<file path="src/rtl/kfc_pkg.sv">
package kfc_pkg;
  localparam int FRAC_W  = 5;
  localparam int WIN_LEN = 1 << FRAC_W;

  typedef struct packed {
    logic              loadActive;
    logic [FRAC_W-1:0] newField;
  } ctrlStrobes_t;
endpackage

</file>
<file path="src/rtl/kfc_ctrl.sv">
module kfc_ctrl
  import kfc_pkg::*;
#(
  parameter int FIELD_LSB     = 8,
  parameter int SETTLE_CYCLES = 2
) (
  input  logic         clk,
  input  logic         rstN,
  input  logic         regWrEn,
  input  logic         regAddr,
  input  logic [31:0]  regWrData,
  input  logic         winLast,
  output logic [31:0]  stagedWord,
  output logic         kickPend,
  output ctrlStrobes_t strobes
);
  localparam int CNT_W = $clog2(SETTLE_CYCLES + 1);

  typedef enum logic [1:0] {ST_IDLE, ST_WAIT_WIN, ST_SETTLE} ctrlState_t;

  ctrlState_t state;
  logic [CNT_W-1:0] settleCnt;
  logic wrRatio, wrKick;

  assign kickPend = (state != ST_IDLE);
  assign wrRatio  = regWrEn && !regAddr && !kickPend;
  assign wrKick   = regWrEn && regAddr && regWrData[31];

  always_comb begin
    strobes.loadActive = (state == ST_WAIT_WIN) && winLast;
    strobes.newField   = stagedWord[FIELD_LSB +: FRAC_W];
  end

  always_ff @(posedge clk or negedge rstN) begin
    if (!rstN) begin
      stagedWord <= '0;
    end else if (wrRatio) begin
      stagedWord <= regWrData;
    end
  end

  always_ff @(posedge clk or negedge rstN) begin
    if (!rstN) begin
      state     <= ST_IDLE;
      settleCnt <= '0;
    end else begin
      unique case (state)
        ST_IDLE: if (wrKick) state <= ST_WAIT_WIN;
        ST_WAIT_WIN: if (winLast) begin
          state     <= ST_SETTLE;
          settleCnt <= CNT_W'(SETTLE_CYCLES - 1);
        end
        ST_SETTLE: begin
          if (settleCnt == '0) state <= ST_IDLE;
          else                 settleCnt <= settleCnt - 1'b1;
        end
        default: state <= ST_IDLE;
      endcase
    end
  end
endmodule

</file>
<file path="src/rtl/kfc_datapath.sv">
module kfc_datapath
  import kfc_pkg::*;
(
  input  logic              clk,
  input  logic              rstN,
  input  ctrlStrobes_t      strobes,
  output logic              winLast,
  output logic [FRAC_W-1:0] activeField,
  output logic              clkEn
);
  logic [FRAC_W-1:0] winCnt;
  logic [FRAC_W-1:0] phaseAcc;
  logic [FRAC_W:0]   kVal;
  logic [FRAC_W:0]   phaseSum;

  assign winLast  = (winCnt == FRAC_W'(WIN_LEN - 1));
  assign kVal     = (FRAC_W+1)'(WIN_LEN) - {1'b0, activeField};
  assign phaseSum = {1'b0, phaseAcc} + kVal;

  always_ff @(posedge clk or negedge rstN) begin
    if (!rstN) begin
      winCnt      <= '0;
      phaseAcc    <= '0;
      activeField <= '0;
      clkEn       <= 1'b0;
    end else begin
      winCnt <= winCnt + 1'b1;
      clkEn  <= phaseSum[FRAC_W];
      if (strobes.loadActive) begin
        activeField <= strobes.newField;
        phaseAcc    <= '0;
      end else begin
        phaseAcc    <= phaseSum[FRAC_W-1:0];
      end
    end
  end
endmodule

</file>
<file path="src/rtl/kick_frac_clkgate.sv">
module kick_frac_clkgate
  import kfc_pkg::*;
#(
  parameter int FIELD_LSB     = 8,
  parameter int SETTLE_CYCLES = 2
) (
  input  logic        clk,
  input  logic        rstN,
  input  logic        regWrEn,
  input  logic        regAddr,
  input  logic [31:0] regWrData,
  output logic [31:0] regRdData,
  output logic        clkEn
);
  ctrlStrobes_t      strobes;
  logic              winLast;
  logic              kickPend;
  logic [31:0]       stagedWord;
  logic [FRAC_W-1:0] activeField;

  kfc_ctrl #(.FIELD_LSB(FIELD_LSB), .SETTLE_CYCLES(SETTLE_CYCLES)) u_ctrl (
    .clk(clk), .rstN(rstN), .regWrEn(regWrEn), .regAddr(regAddr),
    .regWrData(regWrData), .winLast(winLast), .stagedWord(stagedWord),
    .kickPend(kickPend), .strobes(strobes)
  );

  kfc_datapath u_dp (
    .clk(clk), .rstN(rstN), .strobes(strobes), .winLast(winLast),
    .activeField(activeField), .clkEn(clkEn)
  );

  assign regRdData = regAddr ? {kickPend, 31'b0} : stagedWord;
endmodule

</file>
<file path="config.mk">
export PLATFORM = sky130hd
export DESIGN_NAME = kick_frac_clkgate
export DESIGN_NICKNAME = d
export VERILOG_FILES = /design/src/rtl/kfc_pkg.sv /design/src/rtl/kfc_ctrl.sv /design/src/rtl/kfc_datapath.sv /design/src/rtl/kick_frac_clkgate.sv
export SDC_FILE = /design/constraint.sdc
export NUM_CORES = 1
export LEC_CHECK = 0
export ABC_CLOCK_PERIOD_IN_PS = 4900
export BUFFER_PORTS_ARGS = -buffer_cell sky130_fd_sc_hd__buf_2
export CORE_MARGIN = 4
export CORE_UTILIZATION = 25
export CTS_CLUSTER_SIZE = 30
export DETAILED_ROUTE_END_ITERATION = 8
export GPL_ROUTABILITY_DRIVEN = 0
export GPL_TIMING_DRIVEN = 0
export PLACE_DENSITY_LB_ADDON = 0.25
export SYNTH_ARGS = -nofsm -noshare
export SYNTH_HDL_FRONTEND = slang
export SYNTH_SLANG_ARGS = --single-unit
</file>
<file path="constraint.sdc">
create_clock -name clk -period 4.9 [get_ports clk]
set_clock_uncertainty 0.05 [all_clocks]
set_input_delay 0.49 -clock clk [delete_from_list [all_inputs] [get_ports clk]]
set_output_delay 0.49 -clock clk [all_outputs]
set_load 0.02 [all_outputs]
</file>
[Yosys cells after proc, flatten, opt, wreduce, memory -nomap -nowiden]
Cells that the tools add are included.
Word-level totals
  bits in registers: 52
  input bits: 36
  word-level logic and storage cells: 40
Operators by class
  add/sub/neg operators: 4
  equality and inequality tests: 7
  multiplexer cells: 9
  reductions and logical operators: 13
Operators with widths (number)
  $mux W32: 1
  $mux W2: 5
  $add A5 B6 Y6: 1
  $ne A2 B1 Y1 const B: 3
  $pmux W2 S3: 1
  $reduce_and A3 Y1: 2
  $sub A6 B5 Y6 const A: 1
  $add A5 B1 Y5 const B: 1
  $eq A5 B5 Y1 const B: 1
  $logic_and A1 B1 Y1: 5
  $mux W5: 1
  $logic_not A2 Y1: 2
  $pmux W2 S2: 1
  $reduce_bool A2 Y1: 2
  $eq A2 B1 Y1 const B: 1
  $eq A2 B2 Y1 const B: 1
  $logic_not A1 Y1: 2
  $ne A2 B2 Y1 const B: 1
  $sub A2 B1 Y2 const B: 1

[Logic depth before layout (Yosys ltp)]
Gate-level depths: netlist of the first run.
  depth in word-level cells: 4
  gate-level depth with buffers: 8

[Cells and area by module]
Synthesis of the first run repeated with hierarchy kept, for this count alone.
Second synthesis, totals
  cell total of the unflattened synthesis: 195
  area, all modules: 2413.6 um^2
Modules (own cells, without submodules)
  kfc_ctrl: instances 1, cells an instance 95, area each 1472.7 um^2, seq. area each 900.9 um^2
  kfc_datapath: instances 1, cells an instance 65, area each 720.7 um^2, seq. area each 400.4 um^2
  kick_frac_clkgate: instances 1, cells an instance 35, area each 220.2 um^2, seq. area each 0.0 um^2

[Worst setup path after synthesis of the first run]
OpenSTA, ideal clock, no wires.
  path type: register to register
  start point: register u_dp.winCnt[0]
  end point: register u_ctrl.state[1]
  arrival time: 1.578 ns
  data required time: 4.722 ns
  path slack: 3.144 ns
  cell stages (with the launch flop): 8
  clock period less this slack: 1.756 ns
  path through: dfrtp_1 > ha_1 > and3_1 > ha_1 > nand2b_1 > nand2_1 > a21oi_1 > mux2_1
Between the ends
  longest elaborated chain between the ends: 3
RTL lines
  start: declaration: line kfc_datapath.sv:11  | logic [FRAC_W-1:0] winCnt;
  start signal: assignment: line kfc_datapath.sv:27  | winCnt <= winCnt + 1'b1;
  $eq A5 B5 Y1: line kfc_datapath.sv:16  | assign winLast = (winCnt == FRAC_W'(WIN_LEN - 1));
  $ne A2 B1 Y1 (no source line)
  $reduce_and A3 Y1 (no source line)
  end signal: assignment: line kfc_ctrl.sv:50  | state <= ST_SETTLE;
  end signal: assignment: line kfc_ctrl.sv:54  | if (settleCnt == '0) state <= ST_IDLE;
  end signal: assignment: line kfc_ctrl.sv:57  | default: state <= ST_IDLE;
  end: declaration: line kfc_ctrl.sv:21  | ctrlState_t state;
No other way between the ends.
A chain may end at the register's enable or synchronous reset.

[Worst setup path in the final report of the first run]
  start point: register u_ctrl.state[0]
  end point: output port regRdData[31]
Between the ends
  longest elaborated chain between the ends: 2
RTL lines
  start signal: assignment: line kfc_ctrl.sv:44  | state <= ST_IDLE;
  start signal: assignment: line kfc_ctrl.sv:48  | ST_IDLE: if (wrKick) state <= ST_WAIT_WIN;
  start signal: assignment: line kfc_ctrl.sv:50
  $reduce_bool A2 Y1: line kfc_ctrl.sv:25  | assign kickPend = (state != ST_IDLE);
  $mux W32: line kick_frac_clkgate.sv:32  | assign regRdData = regAddr ? {kickPend, 31'b0} : stagedWord;
  end: declaration: line kick_frac_clkgate.sv:12  | output logic [31:0] regRdData,
No other way between the ends.

==> flow_metrics.py, run 1 <==
metrics = {
    "yosys": {
        "netlist_area_um2": 2540,
        "ys_warn_count": 0,
        "synth_top_cell_by_area": "dfrtp_1",
        "syn_inst": 191,
        "syn_avg_cell_area_um2": 13.30,
        "syn_nets": 240,
        "yosys.cell_types.count": 28,
        "ys_ff_latch": 52,
        "netlist.area_leader.share_pct": 51.23,
        "synth_area_leaders": "dfrtp_1 51%, mux2_4 18%, nor2b_1 7.6%",
        "synth-seq-area-share_pct": 51.23,
    },
    "floorplan": {
        "die_x_um": 108.8,
        "start_util_pct": 25.87,
        "std_cell_rows": 36,
        "io_pins": 69,
        "die-area_um2": 11840,
        "fp.coreArea_um2": 9819,
        "die_h_um": 108.8,
    },
    "sta": {
        "final_hold_viol_count": 0,
        "relSlewSlack_pct": 22.07,
        "slew_violations": 0,
        "setup_viol": 0,
        "rsz0062_at_grt": "false",
        "period_needed_ns": 1.937,
        "tns_ns": 0,
        "tightest_slew_ns": 1.169,
        "fin_crit_sh_pct": 39.53,
        "hold_slack_ns": 0.3487,
        "timing.fmax_mhz": 516.2,
    },
    "power": {
        "ir_worst_vdd_mv": 0.2344,
        "power_density_nw_per_um2": 589.9,
        "p_leak_nw": 1.620,
    },
    "global_route": {
        "first_global_vias": 1708,
        "grt_pass1_wl_mm": 8.411,
        "grt_max_degree": 53,
        "grt_usage_pct": 9.083,
        "antenna_found_initial": 0,
        "grt_overflow": 0,
    },
    "setup_path": {
        "reg2reg_to": "u_ctrl.state[1]$_DFFE_PN0P_",
        "worstSetupPathType": "reg -> out",
        "crit_path_start_kind": "register",
        "r2r_cells": 7,
        "path_delay_family": "flip-flops",
        "worstPathMaxFanout": 4,
        "crit_slowest_cell": "dfrtp_1",
        "path_cells": "inv_1 -> ha_1 -> mux2i_1 -> buf_2",
        "reg2reg_from": "u_dp.winCnt[0]$_DFF_PN0_",
        "r2r_slack_ns": 2.97,
        "cp_data_required_time_ns": 4.36,
        "path_buf_inv": 2,
        "cpPeakStageDelay_ns": 0.40,
        "arrival_ns": 1.40,
        "cp-end-kind": "primary output",
    },
    "clocking": {
        "clkSinkCount": 52,
        "cts_max_level": 2,
        "holdBufCountCts": 0,
        "cts_tree": "done",
        "post_cts_buffers": 0,
        "cts_max_path_buffers": 2,
        "cts-resized-gates": 0,
        "cts_made_buffers": 5,
        "clkSlewWorstSetupHoldPaths_ns": 0.10,
        "clkLatencyLatePin_ns": 0.31,
        "clock-root-buffer": "clkbuf_8",
    },
    "cells_and_area": {
        "multi_input_area_um2": 1147,
        "ff_latch_area_um2": 1301,
        "drive_gt1_share_pct": 44.19,
        "fillers": 1057,
        "fin_nets": 315,
        "syn_to_final_growth_pct": 24.48,
        "n_antenna_cell": 0,
    },
    "detailed_routing": {
        "drt_iter0_markers": 54,
        "wl_per_cell_um": 12.72,
        "drt_pass1_iterations": 4,
        "drc": 0,
        "dr_total_vias": 1635,
        "ant_nets": 0,
        "drt-total-wl_mm": 5.088,
        "viasPerCell": 4.088,
    },
    "worst_hold_path": {
        "hold_path_class": "in -> async",
    },
    "flow_run": {
        "drv_cap": 0,
    },
    "placement": {
        "dpl.hpwl_mm": 3.731,
        "port_buffers": 68,
    },
    "outcome": {
        "outcome": "complete, no violations",
    },
}
==> synth_stat cells <==
master / count
dfrtp_1: 52
nor2b_1: 31
mux2_4: 30
ha_1: 12
inv_1: 12
a21oi_1: 7
mux2_2: 7
nand2_1: 5
nand2b_1: 4
nor2_1: 4
buf_6: 3
nand3_1: 3
o21ai_0: 3
clkbuf_1: 2
xnor2_1: 2
xor2_1: 2
a211o_1: 1
a211oi_1: 1
a21o_1: 1
and2_1: 1
and3_1: 1
buf_2: 1
fa_1: 1
mux2_1: 1
mux2i_1: 1
nand3b_4: 1
o22a_1: 1
o311ai_0: 1
==> layer usage <==
metal / GRT usage, % / part of all wire (%) / wire length (µm) / vias up
met3: 2.783 / 6.8 / 344 / 8
met1: 12.42 / 47 / 2405 / 798
met2: 13.68 / 45 / 2276 / 45
met5: 0 / 0 / 0 / -
li1: - / - / - / 784
met4: 2.976 / 1.2 / 61 / 0
==> cell usage in the layout (no fill, tap or decap), drive strengths merged <==
cell / instances
nor2: 4
bufinv: 1
mux2: 38
and2: 1
inv: 13
nor2b: 31
xnor2: 2
dfrtp: 52
a211o: 1
ha: 12
o311ai: 1
o22a: 1
clkbuf: 7
a21o: 1
xor2: 2
nand3: 3
fa: 1
nand3b: 1
a211oi: 1
buf: 72
clkinvlp: 1
a21oi: 7
mux2i: 1
o21ai: 3
and3: 1
nand2: 5
nand2b: 4
==> sequential cells by signal, summed over array words and instances, names as in the netlist <==
signal / count
u_ctrl.settleCnt: 2
u_ctrl.stagedWord: 32
u_ctrl.state: 2
u_dp.activeField: 5
u_dp.clkEn: 1
u_dp.phaseAcc: 5
u_dp.winCnt: 5
==> cell families after synthesis <==
| kind of cell | after synthesis | share of synthesized area, % |
|---|---|---|
| flops | 52 | 51.23 |
| simple gates | 50 | 11.82 |
| mux | 39 | 21.67 |
| buf+inv | 18 | 3.596 |
| compound gates | 15 | 3.596 |
| fa+ha+maj | 13 | 6.699 |
| xor+xnor | 4 | 1.380 |
==> power breakdown <==
group	internal (mW)	total, mW	switching (mW)
Clock	0.154	0.307	0.153
Combinational	0.450	0.842	0.392
Sequential	0.620	0.717	0.0963
==> final cells by class <==
cell class                 count  area share, %
inverter                      12          1.425
multi-input combinational    121          36.29
sequential                    52          41.16
timing repair buffer          68          10.76
clock inverter                 3          1.464
tap                          133          5.263
buffer                         6          1.464
clock buffer                   5          2.176
==> worst max path at each step <==
stage | start | cells past startpoint | end | slack, ns
6_report | u_ctrl.state[0]$_DFFE_PN0P_ | 4 | regRdData[31] | 2.96
3_5_place_dp | regAddr | 4 | regRdData[3] | 2.90
2_1_floorplan | u_dp.winCnt[0]$_DFF_PN0_ | 7 | u_ctrl.state[1]$_DFFE_PN0P_ | 3.14
3_3_place_gp | regAddr | 4 | regRdData[3] | 2.91
5_1_grt | regAddr | 4 | regRdData[6] | 2.78
4_1_cts | regAddr | 4 | regRdData[3] | 2.90
==> through the flow <==
stage	power [mW]	utilization [%]	cell area (µm²)	setup slack [ns]	std cells
floorplan	1.365	-	2540	3.144	191
CTS	1.898	32.20	3162	2.899	400
global route	2.014	32.20	3162	2.776	400
global placement	1.566	31.03	3047	2.913	392
finish	1.865	32.20	3162	2.963	400
detailed placement	1.579	31.03	3047	2.897	392
(Power assumes the default switching activity.)
==> run 2: changes to the inputs <==
--- a/config.mk
+++ b/config.mk
@@ -5,7 +5,8 @@
 export SDC_FILE = /design/constraint.sdc
 export NUM_CORES = 1
 export LEC_CHECK = 0
-export ABC_CLOCK_PERIOD_IN_PS = 4900
+export ABC_AREA = 1
+export ABC_CLOCK_PERIOD_IN_PS = 1600
 export BUFFER_PORTS_ARGS = -buffer_cell sky130_fd_sc_hd__buf_2
 export CORE_MARGIN = 4
 export CORE_UTILIZATION = 25
==> constraint.sdc (replaced) <==
create_clock -name clk -period 1.6 [get_ports clk]
set_clock_uncertainty 0.05 [all_clocks]
set_input_delay 0.16 -clock clk [delete_from_list [all_inputs] [get_ports clk]]
set_output_delay 0.16 -clock clk [all_outputs]
set_load 0.02 [all_outputs]
==> run 2 against run 1 <==
Against the previous run: critical path depth is the same; sequential power grew to 2.8 times the previous value; sequential share of layout area shrank 0.86 points; wire length grew 12%; synthesized cell count grew 49%; flip-flop and latch count is the same; global-route usage grew 0.83 points; largest cell class unchanged.
==> flow_metrics.py, run 2 <==
metrics = {
    "outcome": {
        "outcome": "complete, no violations",
    },
    "setup_path": {
        "cp-end-kind": "primary output",
        "arrival_ns": 1.28,
        "crit_path_start_kind": "register",
        "worstPathMaxFanout": 4,
        "worstSetupPathType": "reg -> out",
        "crit_slowest_cell": "dfrtp_1",
        "path_delay_family": "flip-flops",
        "cpPeakStageDelay_ns": 0.41,
        "path_cells": "inv_1 -> ha_4 -> o21ai_1 -> buf_4",
        "cp_data_required_time_ns": 1.39,
        "path_buf_inv": 2,
    },
    "placement": {
        "placed_cells": 484,
        "dpl.hpwl_mm": 4.184,
        "dp_slack_ns": -0.1261,
        "port_buffers": 67,
    },
    "sta": {
        "fin_crit_sh_pct": 93.31,
        "relSlewSlack_pct": 54.95,
        "final_hold_viol_count": 0,
        "period_needed_ns": 1.493,
        "setup_slack_ns": 0.1071,
        "hold_slack_ns": 0.03987,
        "setup_viol": 0,
        "slew_violations": 0,
        "tightest_slew_ns": 0.6757,
        "timing.fmax_mhz": 669.8,
        "rsz0062_at_grt": "false",
    },
    "yosys": {
        "syn_inst": 284,
        "ys_ff_latch": 52,
        "synth_common_cells": "69 x nor2_1, 52 x dfrtp_1, 52 x inv_1, 31 x a21oi_2, 23 x nand2_1",
        "synth-seq-area-share_pct": 50.46,
        "synth_edf_count": 0,
        "async_reset_ff_share_pct": 100.0,
        "yosysMostFrequentCell": "nor2_1",
        "syn_nets": 333,
        "synth_top_flop_cell": "dfrtp_1",
        "synth_top_cell_by_area": "dfrtp_1",
        "syn_avg_cell_area_um2": 9.080,
        "synth_area_leaders": "dfrtp_1 50%, a21oi_2 11%, nor2_1 10%",
        "netlist_area_um2": 2579,
        "yosys.cell_types.count": 19,
        "ys_warn_count": 0,
        "netlist.area_leader.share_pct": 50.46,
    },
    "clocking": {
        "clkSlewWorstSetupHoldPaths_ns": 0.10,
        "cts_tree": "done",
        "clkSinkCount": 52,
        "cts_made_buffers": 5,
        "clock-root-buffer": "clkbuf_8",
        "clkLatencyLatePin_ns": 0.30,
        "cts_max_level": 2,
        "cts_max_path_buffers": 2,
    },
    "floorplan": {
        "io_pins": 69,
        "start_util_pct": 26.02,
        "fp.coreArea_um2": 9910,
        "std_cell_rows": 36,
        "die-area_um2": 12000,
        "die_x_um": 109.6,
        "die_h_um": 109.6,
    },
    "cells_and_area": {
        "drive_gt1_share_pct": 33.70,
        "final_common_cell": "nor2_1",
        "syn_to_final_growth_pct": 25.23,
        "largest_register_ffs": 32,
        "stdcell_count": 492,
        "fillers": 1091,
        "final_cell_mix": "69 x nor2_1, 68 x buf_2, 52 x inv_1, 52 x dfrtp_1, 31 x a21oi_2",
        "regMostFlops": "u_ctrl.stagedWord",
        "n_antenna_cell": 0,
        "fin_nets": 409,
    },
    "detailed_routing": {
        "wl_per_cell_um": 11.61,
        "drt-total-wl_mm": 5.713,
        "ant_nets": 0,
        "dr_total_vias": 2017,
        "drc": 0,
        "drt_iter0_markers": 81,
        "viasPerCell": 4.100,
        "drt_pass1_iterations": 4,
    },
    "power": {
        "ir_worst_vdd_mv": 0.5047,
        "power_density_nw_per_um2": 1739,
        "p_leak_nw": 1.708,
    },
    "flow_run": {
        "drv_cap": 0,
    },
    "global_route": {
        "antenna_found_initial": 0,
        "first_global_vias": 1982,
        "grt_overflow": 0,
        "grt_pass1_wl_mm": 9.335,
        "grt_max_degree": 53,
        "grt_usage_pct": 9.912,
    },
    "worst_hold_path": {
        "hold_path_class": "in -> reg",
    },
}
==> run 2: layer usage <==
metal	vias to the layer above	GRT usage [%]	part of all wire (%)
li1	1020	-	-
met1	944	13.08	47
met2	49	15.95	45
met3	4	3.112	7.4
met4	0	2.137	0.56
met5	-	0	0
==> run 2: cell type report <==
cell class / instances / area [µm²] / share of cell area [%]
clock inverters: 1 / 30.03 / 0.9299
repair buffers: 69 / 357.8 / 11.08
multi-input cells: 168 / 996.0 / 30.84
clock buffers: 5 / 68.82 / 2.131
inverters: 53 / 203.9 / 6.315
well taps: 133 / 166.4 / 5.153
plain buffers: 11 / 105.1 / 3.255
flip-flops and latches: 52 / 1301 / 40.29
==> run 2: kinds of logic after synthesis <==
group	Yosys count	synth area share [%]
AO/OA/AOI/OAI	46	13.44
XOR/XNOR	3	1.019
adder cells (fa/ha/maj)	13	6.599
buffers and inverters	64	11.69
flip-flops	52	50.46
AND/OR/NAND/NOR	106	16.79
==> run 2: path summary, 6_finish.rpt <==
kind / start / endpoint / slack [ns] / depth (start not counted)
setup reg to reg: u_ctrl.state[1]$_DFFE_PN0P_ / u_ctrl.stagedWord[10]$_DFFE_PN0P_ / 0.12 / 6
min in group asynchronous: rstN / u_dp.clkEn$_DFF_PN0_ / 0.38 / 2
hold reg to reg: u_dp.winCnt[0]$_DFF_PN0_ / u_dp.winCnt[0]$_DFF_PN0_ / 0.40 / 1
hold / removal: regWrData[25] / u_ctrl.stagedWord[25]$_DFFE_PN0P_ / 0.04 / 3
max in group asynchronous: rstN / u_ctrl.stagedWord[3]$_DFFE_PN0P_ / 0.67 / 2
setup / recovery: u_ctrl.state[1]$_DFFE_PN0P_ / regRdData[31] / 0.11 / 4
==> run 2: stage by stage <==
stage	utilization (%)	power [mW]	cell area [µm²]	TNS, ns
floorplan	-	4.031	2579	0
global placement	31.09	4.644	3080	-0.7393
detailed placement	31.09	4.693	3080	-0.7940
CTS	32.22	5.628	3193	0
global route	32.59	6.160	3229	0
finish	32.59	5.616	3229	0
==> run 2: worst register-to-register path, stage by stage (launching register included) <==
cell and delay (ns):
dfrtp_1 0.41, inv_1 0.15, ha_4 0.20, nand3_4 0.19, buf_6 0.21, nor2_1 0.14, a21oi_2 0.04
==> run 2: power by group <==
group / internal [mW] / switching (mW)
combinational: 1.06 / 1.64
sequential: 1.87 / 0.171
clock: 0.450 / 0.431
==> run 2: repair_timing <==
action                                 CTS  global route
hold buffers                             0             1
pin swaps                                0             0
gates resized for setup                  3             8
buffers inserted                         1             0
setup endpoints to repair                8            20
endpoints found under the hold margin    0            52
==> run 3: changes to the inputs <==
--- a/config.mk
+++ b/config.mk
@@ -14,7 +14,7 @@
 export DETAILED_ROUTE_END_ITERATION = 8
 export GPL_ROUTABILITY_DRIVEN = 0
 export GPL_TIMING_DRIVEN = 0
-export PLACE_DENSITY_LB_ADDON = 0.25
+export PLACE_DENSITY = 0.41
 export SYNTH_ARGS = -nofsm -noshare
 export SYNTH_HDL_FRONTEND = slang
 export SYNTH_SLANG_ARGS = --single-unit
==> run 3 against run 2 <==
Against the previous run: non-clock buffer count rose by 1; global-route usage rose by 0.18 points; register-to-register slack improved by 0.02 ns.
==> flow_metrics.py, run 3 (synthesis gave the netlist of run 2 again) <==
metrics = {
    "outcome": {
        "outcome": "complete, no violations",
    },
    "detailed_routing": {
        "wl_per_cell_um": 11.77,
        "drc": 0,
        "dr_total_vias": 1981,
        "ant_nets": 0,
        "drt_iter0_markers": 61,
        "drt_pass1_iterations": 4,
        "drt-total-wl_mm": 5.826,
        "viasPerCell": 4.002,
    },
    "setup_path": {
        "r2r_cells": 8,
        "arrival_ns": 1.30,
        "critPathCapture": "regRdData[31]",
        "worstPathMaxFanout": 4,
        "reg2reg_to": "u_dp.activeField[1]$_DFFE_PN0P_",
        "r2r_slack_ns": 0.14,
        "crit_start": "u_ctrl.state[1]$_DFFE_PN0P_",
        "crit_path_start_kind": "register",
        "worstSetupPathType": "reg -> out",
        "reg2reg_from": "u_dp.winCnt[0]$_DFF_PN0_",
        "cp_data_required_time_ns": 1.39,
        "cp-end-kind": "primary output",
    },
    "global_route": {
        "first_global_vias": 2037,
        "grt_overflow": 0,
        "grt_max_degree": 53,
        "grt_usage_pct": 10.10,
        "antenna_found_initial": 0,
        "grt_pass1_wl_mm": 9.528,
    },
    "clocking": {
        "cts_max_path_buffers": 2,
        "clock-root-buffer": "clkbuf_8",
        "clkLatencyLatePin_ns": 0.30,
        "cts_tree": "done",
        "clkSinkCount": 52,
        "cts_max_level": 2,
        "cts_made_buffers": 5,
        "clkSlewWorstSetupHoldPaths_ns": 0.10,
    },
    "floorplan": {
        "io_pins": 69,
        "die_x_um": 109.6,
        "std_cell_rows": 36,
        "start_util_pct": 26.02,
        "fp.coreArea_um2": 9910,
        "die-area_um2": 12000,
        "die_h_um": 109.6,
    },
    "cells_and_area": {
        "final_cell_area_um2": 3241,
        "syn_to_final_growth_pct": 25.67,
        "fin_nets": 410,
        "finish.utilization_pct": 32.70,
        "largest_register_ffs": 32,
        "fillers": 1110,
        "regMostFlops": "u_ctrl.stagedWord",
        "final_cell_mix": "69 x nor2_1, 68 x buf_2, 52 x inv_1, 52 x dfrtp_1, 31 x a21oi_2",
        "final_common_cell": "nor2_1",
        "drive_gt1_share_pct": 34.53,
        "n_antenna_cell": 0,
    },
    "power": {
        "p_int_mw": 3.375,
        "p_clk_share_pct": 16.2,
        "switching_power_mw": 2.258,
        "pwr-share-seq_pct": 36.1,
        "combPwrFrac_pct": 47.6,
        "power_density_nw_per_um2": 1738,
        "p_leak_nw": 1.715,
        "ir_worst_vdd_mv": 0.5697,
        "swShare_pct": 40.08,
    },
    "placement": {
        "port_buffers": 67,
        "place_area_um2": 3080,
        "dpl.hpwl_mm": 4.217,
    },
    "sta": {
        "tns_ns": 0,
        "period_needed_ns": 1.506,
        "rsz0062_at_grt": "true",
        "relSlewSlack_pct": 53.20,
        "slew_violations": 0,
        "fin_crit_sh_pct": 94.12,
        "timing.fmax_mhz": 664.0,
        "tightest_slew_ns": 0.7020,
        "setup_viol": 0,
        "final_hold_viol_count": 0,
    },
    "worst_hold_path": {
        "hold_start": "regWrData[29]",
        "hold_path_class": "in -> reg",
    },
    "flow_run": {
        "drv_cap": 0,
    },
}
-- run 3: changes by cell type in the layout (fill, tap and decap cells not counted) --
cell,before,now
buf_4,3,4
clkinv_2,0,1
fa_2,0,1
ha_2,0,2
ha_4,1,0
ha_1,11,10
clkbuf_1,0,1
fa_1,1,0
-- run 3: power groups by stage --
stage          clock network (mW)  logic, mW  registers (mW)
6_report                    0.914       2.68            2.04
5_1_grt                      1.01       3.07            2.10
2_1_floorplan                   0       1.98            2.05
3_3_place_gp                    0       2.61            2.07
3_5_place_dp                    0       2.63            2.07
4_1_cts                     0.956       2.69            2.04
-- run 3: worst min path at each step --
| stage | endpoint | slack [ns] | cells past startpoint |
|---|---|---|---|
| after floorplan | u_ctrl.settleCnt[0]$_DFFE_PN0P_ | -0.19 | 0 |
| after global routing | u_ctrl.stagedWord[25]$_DFFE_PN0P_ | 0.02 | 3 |
| after CTS | u_ctrl.stagedWord[29]$_DFFE_PN0P_ | 0.02 | 3 |
| after detailed placement | u_ctrl.stagedWord[29]$_DFFE_PN0P_ | 0.35 | 3 |
| final | u_ctrl.stagedWord[29]$_DFFE_PN0P_ | 0.03 | 3 |
| after global placement | u_ctrl.stagedWord[4]$_DFFE_PN0P_ | 0.35 | 3 |
-- run 3: what timing repair did --
| item | CTS | global route |
|---|---|---|
| hold buffers | 0 | 1 |
| resized for setup | 2 | 10 |
| buffers inserted | 2 | 0 |
| endpoints found under the setup margin | 8 | 24 |
| hold endpoints to repair | 0 | 52 |
| pin swaps | 0 | 0 |
-- run 3: metrics by stage --
stage	std cells	hold WS [ns]	setup slack (ns)	power [mW]
2_1_floorplan	284	-0.1856	0.1212	4.031
3_3_place_gp	484	0.3515	-0.1493	4.685
3_5_place_dp	484	0.3526	-0.1582	4.700
4_1_cts	494	0.01991	0.005120	5.687
5_1_grt	495	0.02181	-0.02096	6.175
6_report	495	0.03475	0.09404	5.633
-- run 3: cell type report --
class | instances | area [µm²] | share of cell area (%)
buffer | 11 | 105.1 | 3.243
clock buffer | 6 | 72.57 | 2.239
clock inverter | 2 | 35.03 | 1.081
inverter | 53 | 203.9 | 6.293
multi-input combinational | 168 | 991.0 | 30.58
sequential | 52 | 1301 | 40.15
tap | 133 | 166.4 | 5.135
timing repair buffer | 70 | 365.4 | 11.27
-- run 3: per-layer routing --
layer / routed length, µm / global-route usage (%) / vias up
met5: 0 / 0 / -
met4: 61 / 2.939 / 0
met3: 295 / 2.466 / 4
met2: 2763 / 17.18 / 39
met1: 2705 / 12.67 / 923
li1: - / - / 1015
-- run 3: critical path, stage by stage (launching register included) --
cell and delay (ns):
dfrtp_1 0.41, inv_1 0.11, ha_2 0.24, o21ai_1 0.08, buf_4 0.16
